## config.mk

```make
export PLATFORM = sky130hd
export DESIGN_NAME = comp_ctrl_unit
export DESIGN_NICKNAME = d
export VERILOG_FILES = /design/src/rtl/ccu_pkg.sv /design/src/rtl/ccu_decode.sv /design/src/rtl/ccu_ctrl.sv /design/src/rtl/ccu_data.sv /design/src/rtl/comp_ctrl_unit.sv
export SDC_FILE = /design/constraint.sdc
export NUM_CORES = 1
export LEC_CHECK = 0
export BUFFER_PORTS_ARGS = -buffer_cell sky130_fd_sc_hd__buf_2
export CORE_UTILIZATION = 54
export DETAILED_ROUTE_END_ITERATION = 8
export PLACE_DENSITY = 0.75
export SLEW_MARGIN = 20
export SYNTH_ARGS = -nofsm -noshare
export SYNTH_HDL_FRONTEND = slang
export SYNTH_HIERARCHICAL = 1
export SYNTH_SLANG_ARGS = --single-unit
```

## constraint.sdc

```tcl
create_clock -name clk -period 2.1 [get_ports clk]
set_input_delay 0.21 -clock clk [delete_from_list [all_inputs] [get_ports clk]]
set_output_delay 0.21 -clock clk [all_outputs]
set_load 0.01 [all_outputs]
```

## src/rtl/ccu_pkg.sv

```systemverilog
package ccu_pkg;

  localparam int OP_W   = 3;
  localparam int ACT_W  = 3;
  localparam int KIND_W = 3;

  localparam logic [OP_W-1:0] OP_ENABLE  = 3'd0;
  localparam logic [OP_W-1:0] OP_DISABLE = 3'd1;
  localparam logic [OP_W-1:0] OP_PAUSE   = 3'd2;
  localparam logic [OP_W-1:0] OP_RESUME  = 3'd3;
  localparam logic [OP_W-1:0] OP_MEM     = 3'd4;

  localparam int ACT_DRAIN = 0;
  localparam int ACT_FLUSH = 1;
  localparam int ACT_INVAL = 2;

  typedef enum logic [KIND_W-1:0] {
    KIND_ENABLE  = 3'd0,
    KIND_DISABLE = 3'd1,
    KIND_PAUSE   = 3'd2,
    KIND_RESUME  = 3'd3,
    KIND_DRAIN   = 3'd4,
    KIND_FLUSH   = 3'd5,
    KIND_INVAL   = 3'd6
  } rsp_kind_e;

  typedef enum logic [1:0] {
    MODE_IDLE  = 2'd0,
    MODE_DRAIN = 2'd1,
    MODE_FLUSH = 2'd2,
    MODE_INVAL = 2'd3
  } act_mode_e;

  // strobes from control to datapath, valid for one cycle
  typedef struct packed {
    logic      rspFire;
    rsp_kind_e rspKind;
    logic      errSet;
    logic      clrStart;
    logic      cntClear;
  } ccu_strobe_t;

  // decoded command
  typedef struct packed {
    logic goEnable;
    logic goDisable;
    logic goPause;
    logic goResume;
    logic goDrain;
    logic goFlush;
    logic goInval;
    logic badCmd;
  } ccu_dec_t;

endpackage

```

## src/rtl/ccu_decode.sv

```systemverilog
module ccu_decode
  import ccu_pkg::*;
(
  input  logic             cmdValid,
  input  logic [OP_W-1:0]  cmdOp,
  input  logic [ACT_W-1:0] cmdAct,
  input  logic             enabled,
  input  logic             busy,
  output ccu_dec_t         dec
);

  logic actOne;
  assign actOne = $onehot(cmdAct);

  always_comb begin
    dec = '0;
    if (cmdValid) begin
      if (busy) begin
        dec.badCmd = 1'b1;
      end else if (!enabled) begin
        if (cmdOp == OP_ENABLE) dec.goEnable = 1'b1;
        else                    dec.badCmd   = 1'b1;
      end else begin
        case (cmdOp)
          OP_ENABLE:  dec.badCmd    = 1'b1;  // re-enable
          OP_DISABLE: dec.goDisable = 1'b1;
          OP_PAUSE:   dec.goPause   = 1'b1;
          OP_RESUME:  dec.goResume  = 1'b1;
          OP_MEM: begin
            if (!actOne)                dec.badCmd  = 1'b1;
            else if (cmdAct[ACT_DRAIN]) dec.goDrain = 1'b1;
            else if (cmdAct[ACT_FLUSH]) dec.goFlush = 1'b1;
            else                        dec.goInval = 1'b1;
          end
          default:    dec.badCmd    = 1'b1;
        endcase
      end
    end
  end

endmodule

```

## src/rtl/ccu_ctrl.sv

```systemverilog
module ccu_ctrl
  import ccu_pkg::*;
(
  input  logic        clk,
  input  logic        rstN,
  input  ccu_dec_t    dec,
  input  logic        cntZero,
  input  logic        flushDone,
  output logic        enabled,
  output logic        busy,
  output logic        acceptEn,
  output logic        respondEn,
  output ccu_strobe_t stb
);

  logic      paused;
  act_mode_e mode;
  logic      nEnabled, nPaused;
  act_mode_e nMode;

  always_comb begin
    stb      = '0;
    nEnabled = enabled;
    nPaused  = paused;
    nMode    = mode;

    // completion of an action in progress
    case (mode)
      MODE_DRAIN: if (cntZero) begin
        stb.rspFire = 1'b1;
        stb.rspKind = KIND_DRAIN;
        nMode       = MODE_IDLE;
      end
      MODE_FLUSH: if (flushDone) begin
        stb.rspFire = 1'b1;
        stb.rspKind = KIND_FLUSH;
        nMode       = MODE_IDLE;
      end
      MODE_INVAL: begin
        stb.rspFire  = 1'b1;
        stb.rspKind  = KIND_INVAL;
        stb.cntClear = 1'b1;
        nMode        = MODE_IDLE;
      end
      default: ;
    endcase

    // new commands (decoder rejects everything while busy)
    if (dec.goEnable) begin
      nEnabled    = 1'b1;
      nPaused     = 1'b0;
      stb.rspFire = 1'b1;
      stb.rspKind = KIND_ENABLE;
    end
    if (dec.goDisable) begin
      nEnabled    = 1'b0;
      nPaused     = 1'b0;
      stb.rspFire = 1'b1;
      stb.rspKind = KIND_DISABLE;
    end
    if (dec.goPause) begin
      nPaused     = 1'b1;
      stb.rspFire = 1'b1;
      stb.rspKind = KIND_PAUSE;
    end
    if (dec.goResume) begin
      nPaused     = 1'b0;
      stb.rspFire = 1'b1;
      stb.rspKind = KIND_RESUME;
    end
    if (dec.goDrain) nMode = MODE_DRAIN;
    if (dec.goFlush) nMode = MODE_FLUSH;
    if (dec.goInval) begin
      nMode        = MODE_INVAL;
      stb.clrStart = 1'b1;
    end
    if (dec.badCmd) stb.errSet = 1'b1;
  end

  always_ff @(posedge clk) begin
    if (!rstN) begin
      enabled <= 1'b0;
      paused  <= 1'b0;
      mode    <= MODE_IDLE;
    end else begin
      enabled <= nEnabled;
      paused  <= nPaused;
      mode    <= nMode;
    end
  end

  assign busy      = (mode != MODE_IDLE);
  assign acceptEn  = enabled && !paused && (mode == MODE_IDLE);
  assign respondEn = enabled && !paused && (mode != MODE_INVAL);

endmodule

```

## src/rtl/ccu_data.sv

```systemverilog
module ccu_data
  import ccu_pkg::*;
#(
  parameter int CNT_W = 6
) (
  input  logic              clk,
  input  logic              rstN,
  input  ccu_strobe_t       stb,
  input  logic              reqTaken,
  input  logic              reqDone,
  output logic              cntZero,
  output logic              clearBuf,
  output logic              rspValid,
  output logic [KIND_W-1:0] rspKind,
  output logic              errFlag
);

  localparam logic [CNT_W-1:0] CNT_ONE = CNT_W'(1);

  logic [CNT_W-1:0] outCnt;

  always_ff @(posedge clk) begin
    if (!rstN) begin
      outCnt   <= '0;
      clearBuf <= 1'b0;
      rspValid <= 1'b0;
      rspKind  <= '0;
      errFlag  <= 1'b0;
    end else begin
      if (stb.cntClear)
        outCnt <= '0;
      else if (reqTaken && !reqDone)
        outCnt <= outCnt + CNT_ONE;
      else if (reqDone && !reqTaken)
        outCnt <= outCnt - CNT_ONE;
      clearBuf <= stb.clrStart;
      rspValid <= stb.rspFire;
      if (stb.rspFire) rspKind <= stb.rspKind;
      if (stb.errSet)  errFlag <= 1'b1;
    end
  end

  assign cntZero = (outCnt == '0);

endmodule

```

## src/rtl/comp_ctrl_unit.sv

```systemverilog
module comp_ctrl_unit
  import ccu_pkg::*;
#(
  parameter int CNT_W = 6
) (
  input  logic        clk,
  input  logic        rstN,
  input  logic        cmdValid,
  input  logic [2:0]  cmdOp,
  input  logic [2:0]  cmdAct,
  input  logic        reqTaken,
  input  logic        reqDone,
  input  logic        flushDone,
  output logic        acceptEn,
  output logic        respondEn,
  output logic        clearBuf,
  output logic        rspValid,
  output logic [2:0]  rspKind,
  output logic        errFlag
);

  ccu_dec_t    dec;
  ccu_strobe_t stb;
  logic        enabled, busy, cntZero;

  ccu_decode u_dec (
    .cmdValid (cmdValid),
    .cmdOp    (cmdOp),
    .cmdAct   (cmdAct),
    .enabled  (enabled),
    .busy     (busy),
    .dec      (dec)
  );

  ccu_ctrl u_ctrl (
    .clk       (clk),
    .rstN      (rstN),
    .dec       (dec),
    .cntZero   (cntZero),
    .flushDone (flushDone),
    .enabled   (enabled),
    .busy      (busy),
    .acceptEn  (acceptEn),
    .respondEn (respondEn),
    .stb       (stb)
  );

  ccu_data #(.CNT_W(CNT_W)) u_data (
    .clk       (clk),
    .rstN      (rstN),
    .stb       (stb),
    .reqTaken  (reqTaken),
    .reqDone   (reqDone),
    .cntZero   (cntZero),
    .clearBuf  (clearBuf),
    .rspValid  (rspValid),
    .rspKind   (rspKind),
    .errFlag   (errFlag)
  );

endmodule

```

==> impl_results.md, run 1 <==
- Global-route wire length before repair: 3.41 mm
- Final min period: 1.94 ns
- R2r setup slk: 0.16 ns
- Clock Skew: 0.00729 ns
- Crit path largest cell delay: 0.52 ns
- Slew @ Worst Pin: 0.447 ns
- Vias: around 1000
- Global route total overflow: 0
- Die width: 47.4 um
- Syn nets: 152
- Cts hold-fix bufs: 0
- Std-Cell Rows: 16
- Place WS: 0.0505 ns
- CTS tree: done
- Ys flop type: dfxtp_1
- Post-DRT Antenna Nets: 0
- Post-route insts no fill: 178
- Final max-slew violation count: 0
- Fillers: ~170
- Min-delay worst type: in2reg
- Required @ worst endpoint: 2.29 ns
- Total wire length: approximately 2.2 mm
- Slowest cell on crit path: or4_1
- Gpl congestion: 0.829
- Synth Cell Area: 0.00111 sq mm
- Initial drt markers: 20
- Setup CP Type: reg2reg
- Seq/Total Area, Yosys: between 20% and 30%
- Area Growth Syn to Fin: 14.8%
- Max Freq: 516 MHz
- Period utilisation layout: 92.4%
- Setup ws final: 0.160 ns
- Core region area: 0.00194 sq mm
- Crit path cell chain: or4_1, nor3_2, a221oi_1, o211ai_1, mux2i_1, nor2b_1
- Vias per cell: 5.49
- Max-slew headroom: 70.1%
- YS warnings: 6
- Drt wl/cell: 12.2 um
- Total Routing Usage GR: 21.4%
- Die Ht: 47.4 um
- Nets@finish: around 180
- Clock buffer depth: 2
- Layout cell share with drive strength beyond 1: 24.5%
- Port buffer count: 19
- # IOs: 20
- Total power: roughly 770 uW
- Setup crit start kind: flop
- RSZ-0062 raised after global routing: yes
- ANT cells: 0
- Max-Cap Viols: 0
- Final hold violations: 0
- TritonCTS buffer count: 3
- Count of final setup violators: 0
- Die Area: 0.00224 sq mm
- # DRC: 0
- Post-synth EDFFs: 0
- Number of synthesized register bits: 16
- Dpl hpwl: between 1.5 and 2 mm
- Largest cells by area after synthesis: dfxtp_1 29%, ha_1 10%, nor2_1 5.1%
- Synth async-reset ratio: 0%
- Clk root buf: clkbuf_4
- Skew-Pair Late Insertion Delay: 0.29 ns
- Sum of negative setup slack: 0 ns
- Initial Util: 57.2%
- Cell area power density: 605 mW/mm^2
- Initial antenna violation count: 0
- Clock slew at reported path FFs: 0.09 ns
- Clk sinks: 16
- Critical Path Fanout Max: 4
- Post-Syn Area per Cell: 8.61 sq um
- Mapped Cells: 129
- Largest area contributor in the netlist: dfxtp_1
- Pleak: 0.584 nW
- Placed insts: 175
- Area share of the largest cell type after synthesis: 28.8%
- Largest net degree at the start of global routing: 14
- Run status: completed
- Setup crit end kind: flop
- Number of H-tree levels: 1
- Yosys cell types: 45
- TritonRoute pass-1 iters: 4
- CP Data Arrival Time: 2.13 ns
- Vias in the first global route: 824
- VDD IR-drop max: 0.535 mV
==> flip-flops by register name, summed over array words and instances, names as in the netlist <==
signal           cells
u_ctrl/enabled       1
u_ctrl/mode          2
u_ctrl/paused        1
u_data/clearBuf      1
u_data/errFlag       1
u_data/outCnt        6
u_data/rspKind       3
u_data/rspValid      1
==> per-stage QoR <==
step	util, %	hold slack (ns)	area, sq um
after CTS	64.9	0.254	1260
after detailed placement	63.8	0.449	1240
after global placement	63.8	0.442	1240
after floorplan	-	0.327	1110
final	65.7	0.253	1270
after global routing	65.7	0.270	1270
==> synth_stat cells, drive strengths merged (2+ instances only) <==
cell type / count
ha: 9
buf: 4
nand2: 9
and2: 2
and4b: 2
and4bb: 2
xnor2: 3
dfxtp: 16
inv: 11
nor2b: 4
fa: 2
mux2i: 5
nand3b: 2
nor3b: 5
o21ai: 6
a21oi: 4
nor4: 2
nor2: 17
nor3: 5
a221oi: 2
==> area by class of cell <==
cell class,instances,area [sq um],share of cell area (%)
sequential,16,322,25.2
tap,27,33.8,2.65
multi-input combinational,98,731,57.3
timing repair buffer,23,125,9.81
inverter,11,41.3,3.24
clock buffer,3,22.5,1.77
==> layer usage <==
metal | GRT usage [%] | part of all wire (%) | vias up
li1 | - | - | 503
met1 | 29.1 | 50 | 451
met2 | 33.4 | 46 | 19
met3 | 5.77 | 3.2 | 5
met4 | 5.71 | 0.92 | 0
met5 | 0 | 0 | -
==> path summary, 6_finish.rpt <==
kind | startpoint | endpoint | cells past startpoint
min reg2reg | u_data/errFlag$_SDFFE_PN0P_ | u_data/errFlag$_SDFFE_PN0P_ | 1
max | u_data/outCnt[5]$_SDFFE_PP0P_ | u_data/rspKind[2]$_SDFFE_PN0P_ | 6
max reg2reg | u_data/outCnt[5]$_SDFFE_PP0P_ | u_data/rspKind[2]$_SDFFE_PN0P_ | 6
min | rstN | u_data/errFlag$_SDFFE_PN0P_ | 2
==> power by group <==
group	internal (mW)	total, mW	switching (mW)
Sequential	0.333	0.363	0.0307
Clock	0.0667	0.162	0.0957
Combinational	0.114	0.245	0.131
Total	0.514	0.771	0.257
==> cell usage in the layout, fill, tap and decap left out, types with 3 or more instances in the layout <==
cell type,n
a21oi_1,4
buf_2,19
nor3b_1,5
inv_1,11
mux2i_1,5
buf_4,4
nor3_1,3
o21ai_1,4
clkbuf_4,3
nor2b_1,4
ha_1,9
nand2_1,9
xnor2_1,3
nor2_1,14
dfxtp_1,15
==> cells by family (layout without fill, tap and decap cells) <==
kind of cell	Yosys count	after routing	share of synthesized area, %
and+or+nand+nor	56	56	28.8
muxes	5	5	4.50
AOI/OAI and AO/OA	22	22	14.4
adders and majority gates	11	11	13.7
buffers and inverters	15	37	6.53
xor gates and xnor gates	4	4	3.15
DFF	16	16	28.8
==> worst max-delay path, delay by kind of cell, from the launching register on <==
kind | cells | cell delay (ns)
compound gates | 2 | 0.52
flops | 1 | 0.36
mux | 1 | 0.24
simple gates | 3 | 0.72
==> what timing repair did <==
| action | 4_1_cts | 5_1_grt |
|---|---|---|
| endpoints found under the setup margin | 0 | 5 |
| resized for setup | 0 | 4 |
| buffers inserted | 0 | 0 |
(Power assumes the default switching activity.)
==> run 2, diff against run 1 <==
--- a/config.mk
+++ b/config.mk
@@ -5,10 +5,12 @@
 export SDC_FILE = /design/constraint.sdc
 export NUM_CORES = 1
 export LEC_CHECK = 0
+export ABC_CLOCK_PERIOD_IN_PS = 2100
 export BUFFER_PORTS_ARGS = -buffer_cell sky130_fd_sc_hd__buf_2
 export CORE_UTILIZATION = 54
 export DETAILED_ROUTE_END_ITERATION = 8
 export PLACE_DENSITY = 0.75
+export RECOVER_POWER = 25
 export SLEW_MARGIN = 20
 export SYNTH_ARGS = -nofsm -noshare
 export SYNTH_HDL_FRONTEND = slang
==> impl_results.md, run 2 (same netlist as run 1, synthesis figures left out) <==
- Setup crit end kind: flop
- TritonCTS buffer count: 3 (unchanged)
- Initial drt markers: 20 (unchanged)
- Clock buffer depth: 2 (unchanged)
- Final hold violations: 0 (unchanged)
- Max-slew headroom: 70.1% (unchanged)
- Vias per cell: 5.49 (unchanged)
- Slew @ Worst Pin: 0.447 ns (unchanged)
- Gpl congestion: 0.829 (unchanged)
- Run status: completed
- Hold wc startpoint: rstN
- Std-Cell Rows: 16 (unchanged)
- Commonest non-fill, non-tap cell in the layout: dfxtp_1
- FF-to-FF Start: u_data/outCnt[5]$_SDFFE_PP0P_
- Drt wl/cell: 12.2 um (+0.18%)
- Final max-slew violation count: 0 (unchanged)
- Place WS: 0.0505 ns (unchanged)
- Total wire length: 2.18 mm (+0.18%)
- Critical Path Fanout Max: 4 (unchanged)
- Final min period: 1.94 ns (unchanged)
- Count of final setup violators: 0 (unchanged)
- RSZ-0062 raised after global routing: yes
- Max Freq: 516 MHz (unchanged)
- R2r setup slk: 0.16 ns (about the same)
- Initial Util: 57.2% (unchanged)
- Max reg flops: 6 (unchanged)
- VDD IR-drop max: 0.534 mV (-0.11%)
- Vias: 978 (unchanged)
- CP Data Arrival Time: 2.13 ns (about the same)
- Skew-Pair Late Insertion Delay: 0.29 ns (about the same)
- Worst-case hold slack: 0.253 ns (+0.0000420 ns)
- ANT cells: 0 (unchanged)
- Number of H-tree levels: 1 (unchanged)
- Cell area power density: 607 mW/mm^2 (+0.43%)
- Setup CP Type: reg2reg
- Reg with most FFs: u_data/outCnt
- Min-delay worst type: in2reg
- Clock Skew: 0.00732 ns (+0.0000326 ns)
- Die width: 47.4 um (unchanged)
- Die Area: 0.00224 sq mm (unchanged)
- Most frequent cells in the layout: 15 x dfxtp_1, 14 x buf_2, 14 x nor2_1
- Clk sinks: 16 (unchanged)
- Required @ worst endpoint: 2.29 ns (about the same)
- Die Ht: 47.4 um (unchanged)
- Total Routing Usage GR: 21.4% (unchanged)
- # Post-CTS Setup Buffers: 0 (unchanged)
- Max-Cap Viols: 0 (unchanged)
- TritonRoute pass-1 iters: 4 (unchanged)
- Global route total overflow: 0 (unchanged)
- Reg2Reg Depth: 6 (unchanged)
- CTS tree: done
- Largest regs: u_data/outCnt (6), u_data/rspKind (3), u_ctrl/mode (2)
- Vias in the first global route: 824 (unchanged)
- Setup crit start kind: flop
- Worst hold path cell count: 2 (unchanged)
- Dpl hpwl: 1.72 mm (unchanged)
- Reg2reg end: u_data/rspKind[2]$_SDFFE_PN0P_
- # DRC: 0 (unchanged)
- Initial antenna violation count: 0 (unchanged)
- WHS Endpoint: u_data/errFlag$_SDFFE_PN0P_
- # IOs: 20 (unchanged)
- Nets@finish: 176 (unchanged)
- Post-DRT Antenna Nets: 0 (unchanged)
- Clock slew at reported path FFs: 0.09 ns (about the same)
- Clk root buf: clkbuf_4
- Core region area: 0.00194 sq mm (unchanged)
- Area Growth Syn to Fin: 14.2%
- Period utilisation layout: 92.4% (unchanged)
- Largest net degree at the start of global routing: 14 (unchanged)
- Global-route wire length before repair: 3.41 mm (unchanged)
- Port buffer count: 19 (unchanged)
- Setup ws final: 0.160 ns (unchanged)
- Pleak: 0.563 nW (-3.6%)
- Layout cell share with drive strength beyond 1: 21.2% (-3.3 points)
==> run 2: changes by cell type in the layout (fill, tap and decap cells not counted), sizes merged <==
cell    delta
clkbuf     +5
buf        -5
==> run 2: per-stage QoR <==
stage	std cells	TNS [ns]	power, mW	utilization [%]	area, sq um
6_report	178	0	0.770	65.3	1270
3_5_place_dp	175	0	0.608	63.8	1240
5_1_grt	178	-0.0105	0.827	65.3	1270
2_1_floorplan	129	0	0.551	-	1110
3_3_place_gp	175	0	0.598	63.8	1240
4_1_cts	178	0	0.768	64.9	1260
==> run 2: what timing repair did <==
item | CTS | global route
resized for setup | 0 | 4
hold buffers | 0 | 0
endpoints found under the setup margin | 0 | 5
==> run 2: per-layer routing <==
metal  global-route usage [%]  wire length, um  vias to the layer above
li1                         -                -                      503
met1                     29.1             1090                      451
met4                     5.71               20                        0
met5                        0                0                        -
met2                     33.4              995                       19
met3                     5.77               68                        5
==> run 2: power breakdown <==
part / total (mW) / switching [mW] / internal, mW
sequential: 0.363 / 0.0307 / 0.333
combinational: 0.245 / 0.131 / 0.114
clock: 0.162 / 0.0957 / 0.0667
total: 0.770 / 0.257 / 0.513
==> run 2: how the worst max path moves through the flow <==
stage / from / depth (start not counted) / slack [ns] / endpoint
final: u_data/outCnt[5]$_SDFFE_PP0P_ / 6 / 0.16 / u_data/rspKind[2]$_SDFFE_PN0P_
after global routing: u_data/outCnt[5]$_SDFFE_PP0P_ / 6 / -0.01 / u_data/rspKind[2]$_SDFFE_PN0P_
after CTS: u_ctrl/mode[0]$_SDFFE_PN0P_ / 9 / 0.06 / u_data/rspKind[1]$_SDFFE_PN0P_
after detailed placement: reqDone / 9 / 0.05 / u_data/outCnt[4]$_SDFFE_PP0P_
after global placement: reqDone / 9 / 0.07 / u_data/outCnt[4]$_SDFFE_PP0P_
after floorplan: u_ctrl/mode[0]$_SDFFE_PN0P_ / 9 / 0.21 / u_data/rspKind[0]$_SDFFE_PN0P_
==> run 2: critical path: stages, from the launching register on <==
cell and delay (ns):
dfxtp_1 0.36, or4_1 0.52, nor3_2 0.14, a221oi_1 0.12, o211ai_1 0.40, mux2i_1 0.24, nor2b_1 0.06
==> run 2: area by class of cell <==
class | instances | area, sq um
sequential | 16 | 322
timing repair buffer | 23 | 119
fill | 178 | 673
clock buffer | 3 | 22.5
tap | 27 | 33.8
multi-input combinational | 98 | 731
inverter | 11 | 41.3
==> run 3, diff against run 2 <==
--- a/config.mk
+++ b/config.mk
@@ -5,9 +5,10 @@
 export SDC_FILE = /design/constraint.sdc
 export NUM_CORES = 1
 export LEC_CHECK = 0
+export ABC_AREA = 1
 export ABC_CLOCK_PERIOD_IN_PS = 2100
 export BUFFER_PORTS_ARGS = -buffer_cell sky130_fd_sc_hd__buf_2
-export CORE_UTILIZATION = 54
+export CORE_UTILIZATION = 55
 export DETAILED_ROUTE_END_ITERATION = 8
 export PLACE_DENSITY = 0.75
 export RECOVER_POWER = 25
==> impl_results.md, run 3 <==
- Run status: completed
- Number of H-tree levels: 1 (unchanged)
- Die width: 48.5 um (+2.3%)
- Mapped Cells: 175 (+36%)
- Commonest non-fill, non-tap cell in the layout: inv_1
- # DRC: 0 (unchanged)
- YS warnings: 6 (unchanged)
- Max reg flops: 6 (unchanged)
- Max-slew headroom: 73.2% (+3.1 points)
- CP Data Arrival Time: 2.04 ns (-0.09 ns)
- Setup CP Type: reg2reg
- Clock slew at reported path FFs: 0.09 ns (about the same)
- Initial drt markers: 26 (+30%)
- # Post-CTS Setup Buffers: 0 (unchanged)
- Post-DRT Antenna Nets: 0 (unchanged)
- Setup crit end kind: flop
- Seq/Total Area, Yosys: 27.0% (-1.9 points)
- Global route total overflow: 0 (unchanged)
- Fillers: 196 (+10%)
- Post-synthesis compound-gate area fraction: 9.48% (-4.9 points)
- Largest net degree at the start of global routing: 10 (-4)
- Most frequent cells in the layout: 40 x inv_1, 25 x nand2_1, 17 x nor2_1
- Total power: 793 uW (+2.9%)
- Die Area: 0.00235 sq mm (+4.7%)
- Post-synthesis simple-gate area fraction: 32.0% (+3.2 points)
- Top post-synthesis cells by count: 41 x inv_1, 25 x nand2_1, 17 x nor2_1
- Largest regs: u_data/outCnt (6), u_data/rspKind (3), u_ctrl/mode (2)
- Placed instance area: 0.00129 sq mm (+4.1%)
- Setup crit start kind: flop
- ANT cells: 0 (unchanged)
- Gpl congestion: 0.824 (-0.62%)
- Area share of the largest cell type after synthesis: 27.0% (-1.9 points)
- Period utilisation layout: 87.9% (-4.5 points)
- Post-synthesis xor/xnor area fraction: 2.21% (-0.94 points)
- Critical Path Fanout Max: 5 (+1)
- Vias per cell: 5.05 (-8.2%)
- Synth async-reset ratio: 0% (unchanged)
- Initial antenna violation count: 0 (unchanged)
- Final hold violations: 0 (unchanged)
- Yosys cell types: 27 (-40%)
- Clock buffer depth: 2 (unchanged)
- Slew @ Worst Pin: 0.399 ns (-0.0477 ns)
- Count of final setup violators: 0 (unchanged)
- Pleak: 0.699 nW (+24%)
- Min-delay worst type: in2reg
- Cell with the most instances after synthesis: inv_1
- Ys flop type: dfxtp_1
- Final min period: 1.85 ns (-0.0937 ns)
- Post-Syn Area per Cell: 6.79 sq um (-21%)
- Largest family of logic cells by synthesized area: simple AND/OR/NAND/NOR gates
- Mux contribution to synthesized area: 0% (-4.5 points)
- Vias: 1120 (+15%)
- Post-layout instance area: 0.00133 sq mm (+5.1%)
- Synth Area in Adders: 12.9% (-0.88 points)
- Dpl hpwl: 2.00 mm (+16%)
- Die Ht: 48.5 um (+2.3%)
- Drt wl/cell: 10.8 um (-12%)
- Vias in the first global route: 1073 (+30%)
- TritonRoute pass-1 iters: 4 (unchanged)
- Largest cells by area after synthesis: dfxtp_1 27%, inv_1 13%, ha_1 9.5%
- Largest area contributor in the netlist: dfxtp_1
- RSZ-0062 raised after global routing: yes
- Number of synthesized register bits: 16 (unchanged)
- Initial Util: 59.3% (+2.1 points)
- Clk root buf: clkbuf_4
- Skew-Pair Late Insertion Delay: 0.30 ns (about the same)
- Cell area power density: 594 mW/mm^2 (-2.1%)
- Core region area: 0.00200 sq mm (+3.1%)
- Max Freq: 542 MHz (+5.1%)
- Reg with most FFs: u_data/outCnt
- Clock Skew: 0.00599 ns (-0.00133 ns)
- Final max-slew violation count: 0 (unchanged)
- Syn nets: 198 (+30%)
- VDD IR-drop max: 0.459 mV (-14%)
- Area Growth Syn to Fin: 12.3%
- Max-Cap Viols: 0 (unchanged)
- Clk sinks: 16 (unchanged)
- Std-Cell Rows: 16 (unchanged)
- Port buffer count: 19 (unchanged)
- Total Routing Usage GR: 23.6% (+2.2 points)
- TritonCTS buffer count: 3 (unchanged)
- Global-route wire length before repair: 4.33 mm (+27%)
- # IOs: 20 (unchanged)
- Required @ worst endpoint: 2.30 ns (about the same)
- Layout cell share with drive strength beyond 1: 19.0% (-2.2 points)
- Post-synth EDFFs: 0 (unchanged)
- Synth Cell Area: 0.00119 sq mm (+6.9%)
- Nets@finish: 219 (+24%)
- CTS tree: done
- Sum of negative setup slack: 0 ns (unchanged)
- Total wire length: 2.40 mm (+10%)
-- run 3: cell types whose count changed in the layout (fill, tap and decap cells not counted), moves of 4 or more --
cell and change:
nand2_1 +16, inv_1 +29, a21oi_2 +4, nand3_1 +14, nor2b_1 -4, mux2i_1 -5, a21oi_1 +4, nor3b_1 -5
-- run 3: kinds of logic after synthesis --
kind of cell / Yosys count
and+or+nand+nor: 79
buffers and inverters: 47
xor gates and xnor gates: 3
DFF: 16
adders and majority gates: 11
AOI/OAI and AO/OA: 19
-- run 3: area by class of cell --
cell class	count	area [sq um]	share of cell area, %
sequential	16	322	24.1
multi-input combinational	112	684	51.3
inverter	43	161	12.1
tap	27	33.8	2.53
timing repair buffer	20	96.3	7.22
clock buffer	4	36.3	2.72
-- run 3: critical path, cell delays in order (launching register included) --
cell and delay, ns:
dfxtp_1 0.35, inv_1 0.09, ha_1 0.20, inv_2 0.08, nor2_4 0.15, nand2_2 0.11
nor4_2 0.23, inv_1 0.14, nand4_1 0.18, inv_1 0.09, nor2_1 0.09, nor2_1 0.05
-- run 3: worst paths after layout --
kind                                from                              to  slack, ns  depth (start not counted)
min reg2reg  u_data/errFlag$_SDFFE_PN0P_     u_data/errFlag$_SDFFE_PN0P_       0.49                          2
max reg2reg  u_ctrl/mode[1]$_SDFFE_PN0P_  u_data/rspKind[0]$_SDFFE_PN0P_       0.25                         11
min                                 rstN     u_data/errFlag$_SDFFE_PN0P_       0.19                          3
max          u_ctrl/mode[1]$_SDFFE_PN0P_  u_data/rspKind[0]$_SDFFE_PN0P_       0.25                         11
-- run 3: what timing repair did --
action / in CTS / in global routing
endpoints found under the setup margin: 0 / 4
hold buffers: 0 / 0
resized for setup: 0 / 4
-- run 3: metrics by stage --
stage               worst slack, ns  std cells  util [%]  hold WS [ns]
global route               -0.00636        222      66.6         0.198
floorplan                     0.372        175         -         0.303
finish                        0.254        222      66.6         0.188
detailed placement           0.0833        218      64.4         0.469
CTS                          0.0574        222      66.3         0.179
global placement              0.117        218      64.4         0.452
-- run 3: metal layers --
metal  track usage [%]  share of wire [%]  wire [um]  up-vias
li1                  -                  -          -      584
met1              29.7                 48       1160      512
met2              40.1                 48       1140       21
met3              3.77                2.5         61        3
met4              9.80                1.3         32        0
met5                 0                  0          0        -
-- run 3: power breakdown --
| group | internal (mW) | switching (mW) | leakage [nW] |
|---|---|---|---|
| Clock | 0.106 | 0.106 | 0.0210 |
| Combinational | 0.0949 | 0.138 | 0.546 |
| Sequential | 0.328 | 0.0201 | 0.132 |
| Total | 0.529 | 0.264 | 0.699 |
